`src/rtl/cbs_pkg.sv`:
```
package cbs_pkg;
  typedef enum logic {
    CODE_PRI = 1'b0,
    CODE_ALT = 1'b1
  } code_e;

  function automatic code_e flip_code(input code_e c);
    return (c == CODE_PRI) ? CODE_ALT : CODE_PRI;
  endfunction
endpackage

```
`src/rtl/cbs_adv_detect.sv`:
```
module cbs_adv_detect #(
  parameter int WORD_W = 13
) (
  input  logic              acc_valid,
  input  logic              acc_write,
  input  logic [WORD_W-1:0] acc_word,
  input  logic              bnd_en,
  input  logic              bnd_upd,
  input  logic [WORD_W-1:0] bnd_q,
  output logic              adv,
  output logic [WORD_W-1:0] bnd_eff
);
  localparam logic [WORD_W-1:0] WORD_TOP = {WORD_W{1'b1}};

  logic hit;

  always_comb begin
    hit     = acc_valid && acc_write && bnd_en && bnd_upd && (acc_word == bnd_q);
    adv     = hit && (bnd_q != WORD_TOP);
    bnd_eff = adv ? bnd_q + 1'b1 : bnd_q;
  end
endmodule

```
`src/rtl/cbs_bound_reg.sv`:
```
module cbs_bound_reg #(
  parameter int WORD_W = 13
) (
  input  logic              clk,
  input  logic              rst,
  input  logic              adv,
  input  logic [WORD_W-1:0] adv_word,
  input  logic              load,
  input  logic [WORD_W-1:0] load_word,
  output logic [WORD_W-1:0] bnd_q
);
  always_ff @(posedge clk) begin
    if (rst) begin
      bnd_q <= '0;
    end else if (load) begin
      bnd_q <= load_word;
    end else if (adv) begin
      bnd_q <= adv_word;
    end
  end
endmodule

```
`src/rtl/cbs_code_pick.sv`:
```
module cbs_code_pick
  import cbs_pkg::*;
#(
  parameter int WORD_W = 13
) (
  input  logic              clk,
  input  logic              rst,
  input  logic              acc_valid,
  input  logic [WORD_W-1:0] acc_word,
  input  logic [WORD_W-1:0] bnd_eff,
  input  logic              bnd_en,
  input  logic              cfg_code,
  output logic              res_valid,
  output logic              res_code
);
  code_e cfg_c;
  code_e pick;

  always_comb begin
    cfg_c = code_e'(cfg_code);
    if (bnd_en && (acc_word < bnd_eff)) begin
      pick = flip_code(cfg_c);
    end else begin
      pick = cfg_c;
    end
  end

  always_ff @(posedge clk) begin
    if (rst) begin
      res_valid <= 1'b0;
      res_code  <= 1'b0;
    end else begin
      res_valid <= acc_valid;
      if (acc_valid) begin
        res_code <= pick;
      end
    end
  end
endmodule

```
`src/rtl/cbs_boundary_sel.sv`:
```
module cbs_boundary_sel #(
  parameter int ADDR_W     = 16,
  parameter int WORD_BYTES = 8,
  localparam int OFS_W     = $clog2(WORD_BYTES),
  localparam int WORD_W    = ADDR_W - OFS_W
) (
  input  logic              clk,
  input  logic              rst,
  input  logic              acc_valid,
  input  logic              acc_write,
  input  logic [ADDR_W-1:0] acc_addr,
  input  logic              cfg_code,
  input  logic              bnd_en,
  input  logic              bnd_upd,
  input  logic              bnd_load,
  input  logic [ADDR_W-1:0] bnd_load_addr,
  output logic              res_valid,
  output logic              res_code,
  output logic [WORD_W-1:0] bnd_word
);
  logic [WORD_W-1:0] acc_word;
  logic [WORD_W-1:0] load_word;
  logic [WORD_W-1:0] bnd_eff;
  logic              adv;

  assign acc_word  = acc_addr[ADDR_W-1:OFS_W];
  assign load_word = bnd_load_addr[ADDR_W-1:OFS_W];

  cbs_adv_detect #(.WORD_W(WORD_W)) u_adv (
    .acc_valid (acc_valid),
    .acc_write (acc_write),
    .acc_word  (acc_word),
    .bnd_en    (bnd_en),
    .bnd_upd   (bnd_upd),
    .bnd_q     (bnd_word),
    .adv       (adv),
    .bnd_eff   (bnd_eff)
  );

  cbs_bound_reg #(.WORD_W(WORD_W)) u_reg (
    .clk       (clk),
    .rst       (rst),
    .adv       (adv),
    .adv_word  (bnd_eff),
    .load      (bnd_load),
    .load_word (load_word),
    .bnd_q     (bnd_word)
  );

  cbs_code_pick #(.WORD_W(WORD_W)) u_pick (
    .clk       (clk),
    .rst       (rst),
    .acc_valid (acc_valid),
    .acc_word  (acc_word),
    .bnd_eff   (bnd_eff),
    .bnd_en    (bnd_en),
    .cfg_code  (cfg_code),
    .res_valid (res_valid),
    .res_code  (res_code)
  );
endmodule

```
`config.mk`:
```
export PLATFORM = sky130hd
export DESIGN_NAME = cbs_boundary_sel
export DESIGN_NICKNAME = d
export VERILOG_FILES = /design/src/rtl/cbs_pkg.sv /design/src/rtl/cbs_adv_detect.sv /design/src/rtl/cbs_bound_reg.sv /design/src/rtl/cbs_code_pick.sv /design/src/rtl/cbs_boundary_sel.sv
export SDC_FILE = /design/constraint.sdc
export NUM_CORES = 1
export LEC_CHECK = 0
export BUFFER_PORTS_ARGS = -buffer_cell sky130_fd_sc_hd__buf_4
export CAP_MARGIN = 20
export CORE_MARGIN = 2
export CORE_UTILIZATION = 30
export CTS_BUF_LIST = sky130_fd_sc_hd__clkbuf_4 sky130_fd_sc_hd__clkbuf_8 sky130_fd_sc_hd__clkbuf_16
export DETAILED_ROUTE_END_ITERATION = 16
export HOLD_SLACK_MARGIN = 0.08
export SLEW_MARGIN = 5
export SYNTH_ARGS = -nofsm -noshare
export SYNTH_HDL_FRONTEND = slang
export SYNTH_SLANG_ARGS = --single-unit
```
`constraint.sdc`:
```
create_clock -name clk -period 8.15 [get_ports clk]
set_clock_uncertainty 0.15 [all_clocks]
set_input_delay 1.63 -clock clk [delete_from_list [all_inputs] [get_ports clk]]
set_output_delay 1.63 -clock clk [all_outputs]
set_load 0.03 [all_outputs]
```
After elaboration in Yosys (flattened, before gate mapping)
Cells that the tools add are included.
Widths: inputs -> output; s select.
- $add $sub $neg: 1
- divide/modulo/power cells: 0
- reductions and logical operators: 7
- eq/ne operators: 2
- bitwise logic cells: 0
- order comparisons: 1
- muxes and demuxes: 5
- $mul: 0
- shift-type cells: 0
- operators by type and width (operator ; count):
    $mux 13 ; 3
    $add 13x1->13 const B ; 1
    $eq 13x13->1 ; 1
    $lt 13x13->1 ; 1
    $ne 13x13->1 const B ; 1
    $logic_and 1x1->1 ; 6
    $mux 1 ; 2
    $reduce_bool 2->1 ; 1
- flip-flop bits (word level): 15
- memories: 0
- latch bits: 0
- word-level logic and storage cells: 19
- memory bits (writable): 0
- input port bits: 40
- output and inout port bits: 15
- ROM bits: 0

Logic depth before layout (Yosys ltp)
Gate-level depths: netlist of the first run.
- depth after elaboration: 9
- mapped depth: 16
- gate-level depth less buffers: 14

Hierarchy
Synthesis of the first run repeated with hierarchy kept, for this count alone.
- cell total of the unflattened synthesis: 175
- area total of the unflattened synthesis: 1521.5 µm²
- by module, submodules not included (module ; seq. area each (µm²) ; times used ; cells each ; area an instance (µm²)):
    cbs_bound_reg ; 260.2 ; 1 ; 58 ; 615.6
    cbs_adv_detect ; 0.0 ; 1 ; 69 ; 520.5
    cbs_code_pick ; 40.0 ; 1 ; 48 ; 385.4

Worst setup path after synthesis of the first run
No wires, ideal clock.
- path kind: input port to flip-flop
- from: input port acc_addr[3]
- to: register u_pick.res_code
- slack: 3595 ps
- data required time: 7883 ps
- cell stages on the path: 15
- setup time: 117 ps
- path buffers: 1
- data arrival time: 4288 ps
- cell sequence: xor2_1 -> nor4_2 -> nand4_1 -> or2_1 -> buf_6 -> nor2_1 -> xnor2_1 -> ha_1 -> a21oi_1 -> o21ai_0 -> or4_1 -> o2bb2ai_1 -> o41ai_1 -> xnor2_1 -> a22o_1
- longest elaborated chain between the ends: 7
- RTL lines (what ; line ; text):
    start: declaration ; cbs_boundary_sel.sv:11 ; input logic [ADDR_W-1:0] acc_addr,
    $eq 13x13->1 ; cbs_adv_detect.sv:18 ; hit = acc_valid && acc_write && bnd_en && bnd_upd && (acc_word == bnd_q);
    $logic_and 1x1->1 ; cbs_adv_detect.sv:18 ;
    $logic_and 1x1->1 ; cbs_adv_detect.sv:19 ; adv = hit && (bnd_q != WORD_TOP);
    $mux 13 ; cbs_adv_detect.sv:20 ; bnd_eff = adv ? bnd_q + 1'b1 : bnd_q;
    $lt 13x13->1 * ; cbs_code_pick.sv:21 ; if (bnd_en && (acc_word < bnd_eff)) begin
    $logic_and 1x1->1 * ; cbs_code_pick.sv:21 ;
    $mux 1 * ; cbs_code_pick.sv:21 ;
    end signal: assignment ; cbs_code_pick.sv:35 ; res_code <= pick;
    end: declaration ; cbs_code_pick.sv:14 ; output logic res_code
Mark *: on every way between the ends. The rest lies on a longest branch, timed or not.
A chain may end at the register's enable or synchronous reset.

Worst setup path after layout of the first run
Same ends and word-level chain as after synthesis.

==> results of run 1 <==
[power breakdown]
part | switching (W) | leakage, nW | internal [W]
logic | 0.0000368 | 0.569 | 0.0000337
clock network | 0.0000267 | 0.0262 | 0.0000379
registers | 0.00000805 | 0.125 | 0.0000785
total | 0.0000716 | 0.720 | 0.000150
[cell families after synthesis]
family / Yosys count
compound gates: 29
fa+ha+maj: 13
flops: 15
buf+inv: 12
mux: 1
xor+xnor: 25
simple gates: 57
[per-stage QoR]
step           cell area [sq um]  utilization [%]  instances
2_1_floorplan               1280                -        152
3_3_place_gp                1660             40.9        243
3_5_place_dp                1660             40.9        243
4_1_cts                     1710             42.1        247
5_1_grt                     1710             42.1        247
6_report                    1710             42.1        247
[layout make-up]
class                           instances  area (sq um)  share of cell area [%]
Multi-Input combinational cell        125           917                    53.7
Tap cell                               50          62.6                    3.66
Clock buffer                            4          48.8                    2.86
Timing Repair Buffer                   48           360                    21.1
Sequential cell                        15           300                    17.6
Inverter                                5          18.8                    1.10
[routing by layer]
metal | wire, microns | GRT usage (%)
met1 | 1510 | 19.1
met2 | 1540 | 24.7
met3 | 179 | 4.07
met4 | 21 | 2.61
met5 | 0 | 0
[worst max-delay path by stage]
stage                       to  cells after the start
2_1_floorplan  u_pick.res_code                     15
3_3_place_gp   u_pick.res_code                     15
3_5_place_dp   u_pick.res_code                     15
4_1_cts        u_pick.res_code                     15
5_1_grt        u_pick.res_code                     15
6_report       u_pick.res_code                     15
[cell usage after synthesis, types with 6 or more instances]
cell,count
a211oi_1,6
nor3_1,6
ha_1,13
xor2_1,15
dfxtp_1,15
nor2_1,15
xnor2_1,10
nand2_1,10
nand4_1,7
a21oi_1,8
[sequential cells by signal, summed over array words and instances (netlist names)]
name,cells
u_reg.bnd_q,13
u_pick.res_valid,1
u_pick.res_code,1
[worst max-delay path, cell delays in order]
cell and delay (ps):
buf_4 130, xor2_1 140, nor4_2 280, nand4_1 200, or2_1 460, nor2_1 180, xnor2_1 170, ha_1 280
a21oi_1 160, o21ai_0 140, or4_1 420, o2bb2ai_1 190, o41ai_1 130, xnor2_1 130, a22o_1 180
==> run summary, run 1 <==
Outcome = completed
Fill cell count = 435
Reg2reg path depth = 14
Kind of critical path = in2reg
R2R Setup Slk = 4210 ps
# Post-CTS Setup Buffers = 0
Residual DRC = 0
Cell Pwr Density = 130 nW/um^2
Hold EP = u_pick.res_code
Total grt overflow = 0
Iter 0 DRT Violations = 30
Most common cell after layout, fill and taps aside = buf_4
Post-synthesis simple-gate area fraction = 25.0%
Vias in the first global route = 1,243
Mapped Nets = 205
Final setup vio count = 0
Port buffer count = 48
Area leader, netlist = dfxtp_1
IO Count = 55
Post-synth top area share = 23.5%
Worst EP arrival = 4810 ps
Tot GR Track Use = 14.8%
Reg2reg end = u_pick.res_code
Antenna diodes = 0
Post-synthesis mux area share = 0.783%
Skew-Pair Late Insertion Delay = 250 ps
CTS tree = done
Routed vias/inst = 4.88
Critical Path RT = 8140 ps
Synth Warn # = 0
Largest family of logic cells by synthesized area = simple AND/OR/NAND/NOR gates
Setup slack after layout = 3340 ps
Compound-Gate Fraction of Synth Area = 16.1%
Area grow syn2layout = 33.6%
Largest cells by area after synthesis = dfxtp_1, ha_1, xor2_1
VDD IR max = 0.0000883 V
Rows = 23
DR WL/cell = 13.2 microns
Hold crit path type = reg2reg
Asr flop ratio synth = 0%
XOR/XNOR Fraction of Synth Area = 17.1%
Hold Vio Cnt, Final = 0
Post-Synth Adder-Cell Area = 12.7%
Final Power = 0.000222 W
Initial antenna violation count = 0
Post-DP HPWL = 2.69 mm
Bufs on Longest Clock Path = 2
Hold depth = 1
Cell chosen for the clock root = clkbuf_8
Final worst path period share = 59.1%
Gate Count Post-Synth = 152
Total core area = 4060 sq um
1st-pass router iterations = 4
Layout cell share with drive strength beyond 1 = 29.9%
Reg2reg start = u_reg.bnd_q[0]
Initial Util = 31.5%
Slew headroom = 54.9%
Final antenna-violating net count = 0
Placement Setup Slack = 3090 ps
Synth cell types = 35
Most frequent cells in the layout = buf_4, xor2_1, nor2_1, dfxtp_1, ha_1
Total CTS buffers = 3
Nets = 251
Largest net degree at the start of global routing = 26
Die Ht = 69.3 microns
Vias after detailed routing = 1,205
Flops & latches, synth = 15
Worst-Margin Slew = 672 ps
CP max FO = 10
EDFF count, synth = 0
CTS Hold Buffers Added = 0
Synth Flop Type = dfxtp_1
Full die area = 4800 sq um
Resize count post-CTS = 0
Slew Limit Fails = 0
Min Tclk post-route = 4810 ps
CP Capture Type = flop
TNS Setup = 0 ps
Crit. Startpoint = acc_addr[3]
Fmax = 208 MHz
Sequential area share after synthesis = 23.5%
Pleak = 0.720 nW
RD Place Congestion = 0.823
Clk sink count = 15
Max Cap Violations = 0
Mean post-synth cell area = 8.41 sq um
Critical Path Start Type = primary input
Min Hold Slack = 334 ps
Post-Synthesis Cell Area = 1280 sq um
CTS H-tree lvls = 1
Final wirelength = 3.25 mm
Min-Delay Startpoint = u_pick.res_code
DIE WIDTH = 69.3 microns
Worst-path clk slew = 60 ps
RSZ-0062 raised after global routing = false
First-pass GRT wire length = 5.79 mm
Power figures use the tool's default switching activity.
==> inputs of run 2 (changes only) <==
==> constraint.sdc (replaced) <==
create_clock -name clk -period 4.5 [get_ports clk]
set_clock_uncertainty 0.15 [all_clocks]
set_input_delay 0.9 -clock clk [delete_from_list [all_inputs] [get_ports clk]]
set_output_delay 0.9 -clock clk [all_outputs]
set_load 0.03 [all_outputs]
==> run 2 against run 1 <==
Effect of this change: clock power increased by 79%; first-iteration DRC count increased by 23%; sequential cell count unchanged; final area increased by 0.44%; combinational power increased by 82%; critical path depth increased by 1; non-clock buffer count increased by 1; sequential share of layout area decreased by 0.077 points; critical path type unchanged; largest cell class unchanged; largest power group unchanged.
==> run summary, run 2 (synthesized netlist as in run 1, its figures left out) <==
Min Hold Slack = 340 ps (+5.61 ps)
First-pass GRT wire length = 5.73 mm (-0.97%)
Min-Delay Startpoint = u_pick.res_code
Crit. Startpoint = acc_addr[12]
Worst-Margin Slew = 677 ps (+4.80 ps)
# Post-CTS Setup Buffers = 0 (unchanged)
RSZ-0062 raised after global routing = false
Most common cell after layout, fill and taps aside = buf_4
Vias after detailed routing = 1,221 (+1.3%)
Total grt overflow = 0 (unchanged)
Reg2reg start = u_reg.bnd_q[0]
DR WL/cell = 13.3 microns (+1.0%)
CP max FO = 6 (-4)
Top reg by flops = u_reg.bnd_q
TNS Setup = 0 ps (unchanged)
IO Count = 55 (unchanged)
Vias in the first global route = 1,234 (-0.72%)
CTS H-tree lvls = 1 (unchanged)
Slew headroom = 54.6% (-0.32 points)
Skew-Pair Late Insertion Delay = 250 ps (about the same)
Placed cell area = 1670 sq um (+0.45%)
CP Capture Type = flop
Slowest cell on crit path = or2_1
DIE WIDTH = 69.3 microns (unchanged)
Finished Layout Cells = 248 (+0.40%)
Kind of critical path = in2reg
Rows = 23 (unchanged)
Residual DRC = 0 (unchanged)
Met2 wire length = 1.54 mm (+0.39%)
Nets = 252 (+0.40%)
Largest registers = u_reg.bnd_q x13, u_pick.res_code x1, u_pick.res_valid x1
Cell Pwr Density = 234 nW/um^2 (+80%)
Family with the most delay on the worst path = simple AND/OR/NAND/NOR gates
Setup slack after layout = 443 ps (-2890 ps)
Final worst path period share = 90.2%
Total core area = 4060 sq um (unchanged)
Most frequent cells in the layout = buf_4, xor2_1, nor2_1, dfxtp_1, ha_1
CTS tree = done
Tot GR Track Use = 14.6% (-0.17 points)
Final setup vio count = 0 (unchanged)
DP Cell Count = 244 (+0.41%)
Iter 0 DRT Violations = 37 (+23%)
Full die area = 4800 sq um (unchanged)
Layout cell share with drive strength beyond 1 = 30.3% (+0.35 points)
Final antenna-violating net count = 0 (unchanged)
Worst-path clk slew = 60 ps (about the same)
M1 WL = 1.53 mm (+0.99%)
WP buf/inv = 2 (+1)
Outcome = completed
Worst EP arrival = 4050 ps (-760 ps)
Clk sink count = 15 (unchanged)
Largest net degree at the start of global routing = 26 (unchanged)
Placement Setup Slack = 208 ps (-2880 ps)
Max Used Layer = met4
Critical Path, Cell by Cell = buf_4 > xor2_1 > nor4_1 > nand4_1 > or2_1 > buf_4 > nor3_1 > xnor2_1 > ha_1 > a21o_1 > a21oi_1 > o21ai_0 > a41oi_1 > o41ai_1 > xnor2_1 > a22o_1
Critical Path RT = 4490 ps (-3650 ps)
Pleak = 0.724 nW (+0.58%)
Critical Path Start Type = primary input
Bufs on Longest Clock Path = 2 (unchanged)
Area grow syn2layout = 34.1%
Initial antenna violation count = 0 (unchanged)
Initial Util = 31.5% (unchanged)
Max Cap Violations = 0 (unchanged)
Antenna diodes = 0 (unchanged)
CTS Hold Buffers Added = 0 (unchanged)
RD Place Congestion = 0.833 (+1.3%)
Finished Cell Area = 1720 sq um (+0.44%)
Max FFs per register = 13 (unchanged)
Die Ht = 69.3 microns (unchanged)
Resize count post-CTS = 0 (unchanged)
Max incr delay on CP = 370 ps (-90 ps)
Fmax = 246 MHz
Met3 WL post-DR = 205 microns (+15%)
Hold crit path type = reg2reg
Hold Vio Cnt, Final = 0 (unchanged)
Final wirelength = 3.30 mm (+1.4%)
Port buffer count = 48 (unchanged)
Cell chosen for the clock root = clkbuf_8
Slew Limit Fails = 0 (unchanged)
Routed vias/inst = 4.92 (+0.92%)
Post-DP HPWL = 2.72 mm (+0.93%)
Min Tclk post-route = 4060 ps
VDD IR max = 0.000179 V (+100%)
1st-pass router iterations = 4 (unchanged)
Total CTS buffers = 3 (unchanged)
==> run 2: path summary, 6_finish.rpt <==
path | cells after the start | slack (ps) | endpoint
setup / recovery | 16 | 440 | u_pick.res_code
hold reg to reg | 1 | 340 | u_pick.res_code
hold / removal | 1 | 340 | u_pick.res_code
setup reg to reg | 14 | 710 | u_pick.res_code
==> run 2: per-stage QoR <==
stage | power, W | utilization, %
3_5_place_dp | 0.000289 | 41.1
5_1_grt | 0.000427 | 42.3
3_3_place_gp | 0.000288 | 41.1
6_report | 0.000401 | 42.3
2_1_floorplan | 0.000234 | -
4_1_cts | 0.000407 | 42.3
==> run 2: final cells by class <==
class,instances,area [sq um]
fill,432,2340
tap,50,62.6
timing repair buffer,49,368
multi-input combinational,125,917
sequential,15,300
inverter,5,18.8
clock buffer,4,48.8
==> run 2: power by group <==
part | switching, W | total (W) | internal, W
clock network | 0.0000470 | 0.000116 | 0.0000687
logic | 0.0000673 | 0.000128 | 0.0000612
registers | 0.0000146 | 0.000157 | 0.000142
==> run 2: layer usage <==
metal,global-route usage (%),up-vias
met2,24.1,40
li1,-,645
met1,19.0,534
met4,1.96,0
met3,4.65,2
met5,0,-
==> inputs of run 3 (changes only) <==
--- a/config.mk
+++ b/config.mk
@@ -12,6 +12,7 @@
 export CTS_BUF_LIST = sky130_fd_sc_hd__clkbuf_4 sky130_fd_sc_hd__clkbuf_8 sky130_fd_sc_hd__clkbuf_16
 export DETAILED_ROUTE_END_ITERATION = 16
 export HOLD_SLACK_MARGIN = 0.08
+export PLACE_DENSITY = 0.61
 export SLEW_MARGIN = 5
 export SYNTH_ARGS = -nofsm -noshare
 export SYNTH_HDL_FRONTEND = slang
==> run 3 against run 2 <==
Effect of this change: power grew 1.2%; critical path depth is the same; count of clock-buffer cells in the layout is the same; register-to-register slack gained 60 ps; combinational power is essentially flat; die area is the same; global-route usage grew 0.074 points; via count grew 0.90%; critical path type unchanged.
==> run summary, run 3 (synthesized netlist as in run 1, its figures left out) <==
Outcome = completed
Min Tclk post-route = 4020 ps (-33.5 ps)
Cell chosen for the clock root = clkbuf_8
Max incr delay on CP = 370 ps (about the same)
Core Util, Final = 42.3% (unchanged)
WP buf/inv = 2 (unchanged)
IO Count = 55 (unchanged)
Area grow syn2layout = 34.1% (unchanged)
Total core area = 4060 sq um (unchanged)
Critical Path RT = 4490 ps (about the same)
Routed vias/inst = 4.97 (+0.90%)
Post-DP HPWL = 2.78 mm (+2.3%)
# Post-CTS Setup Buffers = 0 (unchanged)
Largest registers = u_reg.bnd_q x13, u_pick.res_code x1, u_pick.res_valid x1
Worst EP arrival = 4020 ps (-30 ps)
GR peak layer = met2
GR Util met2 = 23.7% (-0.43 points)
Tot GR Track Use = 14.7% (+0.074 points)
CP max FO = 6 (unchanged)
Critical Path Start Type = primary input
Placed cell area = 1670 sq um (unchanged)
DIE WIDTH = 69.3 microns (unchanged)
Nets = 252 (unchanged)
1st-pass router iterations = 4 (unchanged)
DR WL/cell = 13.7 microns (+3.2%)
Rows = 23 (unchanged)
Min Hold Slack = 338 ps (-1.59 ps)
Most common cell after layout, fill and taps aside = buf_4
Vias in the first global route = 1,266 (+2.6%)
Global routing usage on met3 = 4.22% (-0.44 points)
Layout cell share with drive strength beyond 1 = 30.3% (unchanged)
Max Cap Violations = 0 (unchanged)
Slew headroom = 51.6% (-3.0 points)
Total CTS buffers = 3 (unchanged)
TNS Setup = 0 ps (unchanged)
Final worst path period share = 89.4% (-0.74 points)
Hold Vio Cnt, Final = 0 (unchanged)
RSZ-0062 raised after global routing = false
Slew Limit Fails = 0 (unchanged)
Critical Path, Cell by Cell = buf_4 > xor2_1 > nor4_1 > nand4_1 > or2_1 > buf_4 > nor3_1 > xnor2_1 > ha_1 > a21o_1 > a21oi_1 > o21ai_0 > a41oi_1 > o41ai_1 > xnor2_1 > a22o_1
Final antenna-violating net count = 0 (unchanged)
Slowest cell on crit path = or2_1
Finished Cell Area = 1720 sq um (unchanged)
Antenna diodes = 0 (unchanged)
Top reg by flops = u_reg.bnd_q
Fmax = 249 MHz (+0.83%)
Hold crit path type = reg2reg
Worst-Margin Slew = 722 ps (+44.5 ps)
Pleak = 0.724 nW (unchanged)
CP Capture Type = flop
Full die area = 4800 sq um (unchanged)
Clk sink count = 15 (unchanged)
Vias after detailed routing = 1,232 (+0.90%)
Final setup vio count = 0 (unchanged)
CTS tree = done
FF/Latch Area = 300 sq um (unchanged)
Family with the most delay on the worst path = simple AND/OR/NAND/NOR gates
Resize count post-CTS = 0 (unchanged)
First-pass GRT wire length = 5.71 mm (-0.35%)
Total grt overflow = 0 (unchanged)
Setup slack after layout = 477 ps (+33.5 ps)
RD Place Congestion = 0.846 (+1.5%)
Worst-path clk slew = 60 ps (about the same)
Largest net degree at the start of global routing = 26 (unchanged)
Multi-input gate area = 917 sq um (unchanged)
Skew-Pair Late Insertion Delay = 250 ps (about the same)
Die Ht = 69.3 microns (unchanged)
VDD IR max = 0.000127 V (-29%)
Placement Setup Slack = 260 ps (+52.3 ps)
Initial Util = 31.5% (unchanged)
Residual DRC = 0 (unchanged)
Bufs on Longest Clock Path = 2 (unchanged)
Most frequent cells in the layout = buf_4, xor2_1, nor2_1, dfxtp_1, ha_1
Fill cell count = 432 (unchanged)
Max FFs per register = 13 (unchanged)
Cell Pwr Density = 237 nW/um^2 (+1.2%)
Kind of critical path = in2reg
Final wirelength = 3.40 mm (+3.2%)
Met1 Use GR = 18.6% (-0.39 points)
Initial antenna violation count = 0 (unchanged)
Iter 0 DRT Violations = 15 (-59%)
Port buffer count = 48 (unchanged)
CTS Hold Buffers Added = 0 (unchanged)
CTS H-tree lvls = 1 (unchanged)
-- run 3: layout make-up --
| type | instances | share of cell area (%) |
|---|---|---|
| clock buffers | 4 | 2.84 |
| inverters | 5 | 1.09 |
| multi-input cells | 125 | 53.5 |
| flip-flops and latches | 15 | 17.5 |
| well taps | 50 | 3.65 |
| repair buffers | 49 | 21.4 |
-- run 3: worst paths after layout --
| kind | start | cells after the start | to | slack, ps |
|---|---|---|---|---|
| max | acc_addr[12] | 16 | u_pick.res_code | 480 |
| max reg2reg | u_reg.bnd_q[0] | 14 | u_pick.res_code | 770 |
| min | u_pick.res_code | 1 | u_pick.res_code | 340 |
| min reg2reg | u_pick.res_code | 1 | u_pick.res_code | 340 |
-- run 3: metal layers --
metal | vias to the layer above | wire length [microns]
met1 | 547 | 1650
li1 | 645 | -
met3 | 7 | 181
met2 | 33 | 1510
met5 | - | 0
met4 | 0 | 55
-- run 3: stage by stage --
step | total power [W] | cells
global placement | 0.000288 | 244
floorplan | 0.000234 | 152
finish | 0.000406 | 248
CTS | 0.000410 | 248
global route | 0.000431 | 248
detailed placement | 0.000289 | 244
-- run 3: worst register-to-register path, delay by kind of cell (launching register included) --
family,cells,cell delay (ps)
flip-flops,1,490
AO/OA/AOI/OAI,5,790
AND/OR/NAND/NOR,5,1310
XOR/XNOR,2,350
adder cells (fa/ha/maj),2,530
-- run 3: power breakdown --
part           internal [W]  total [W]  switching [W]
logic             0.0000611   0.000128      0.0000670
registers          0.000142   0.000157      0.0000146
clock network     0.0000689   0.000121      0.0000520
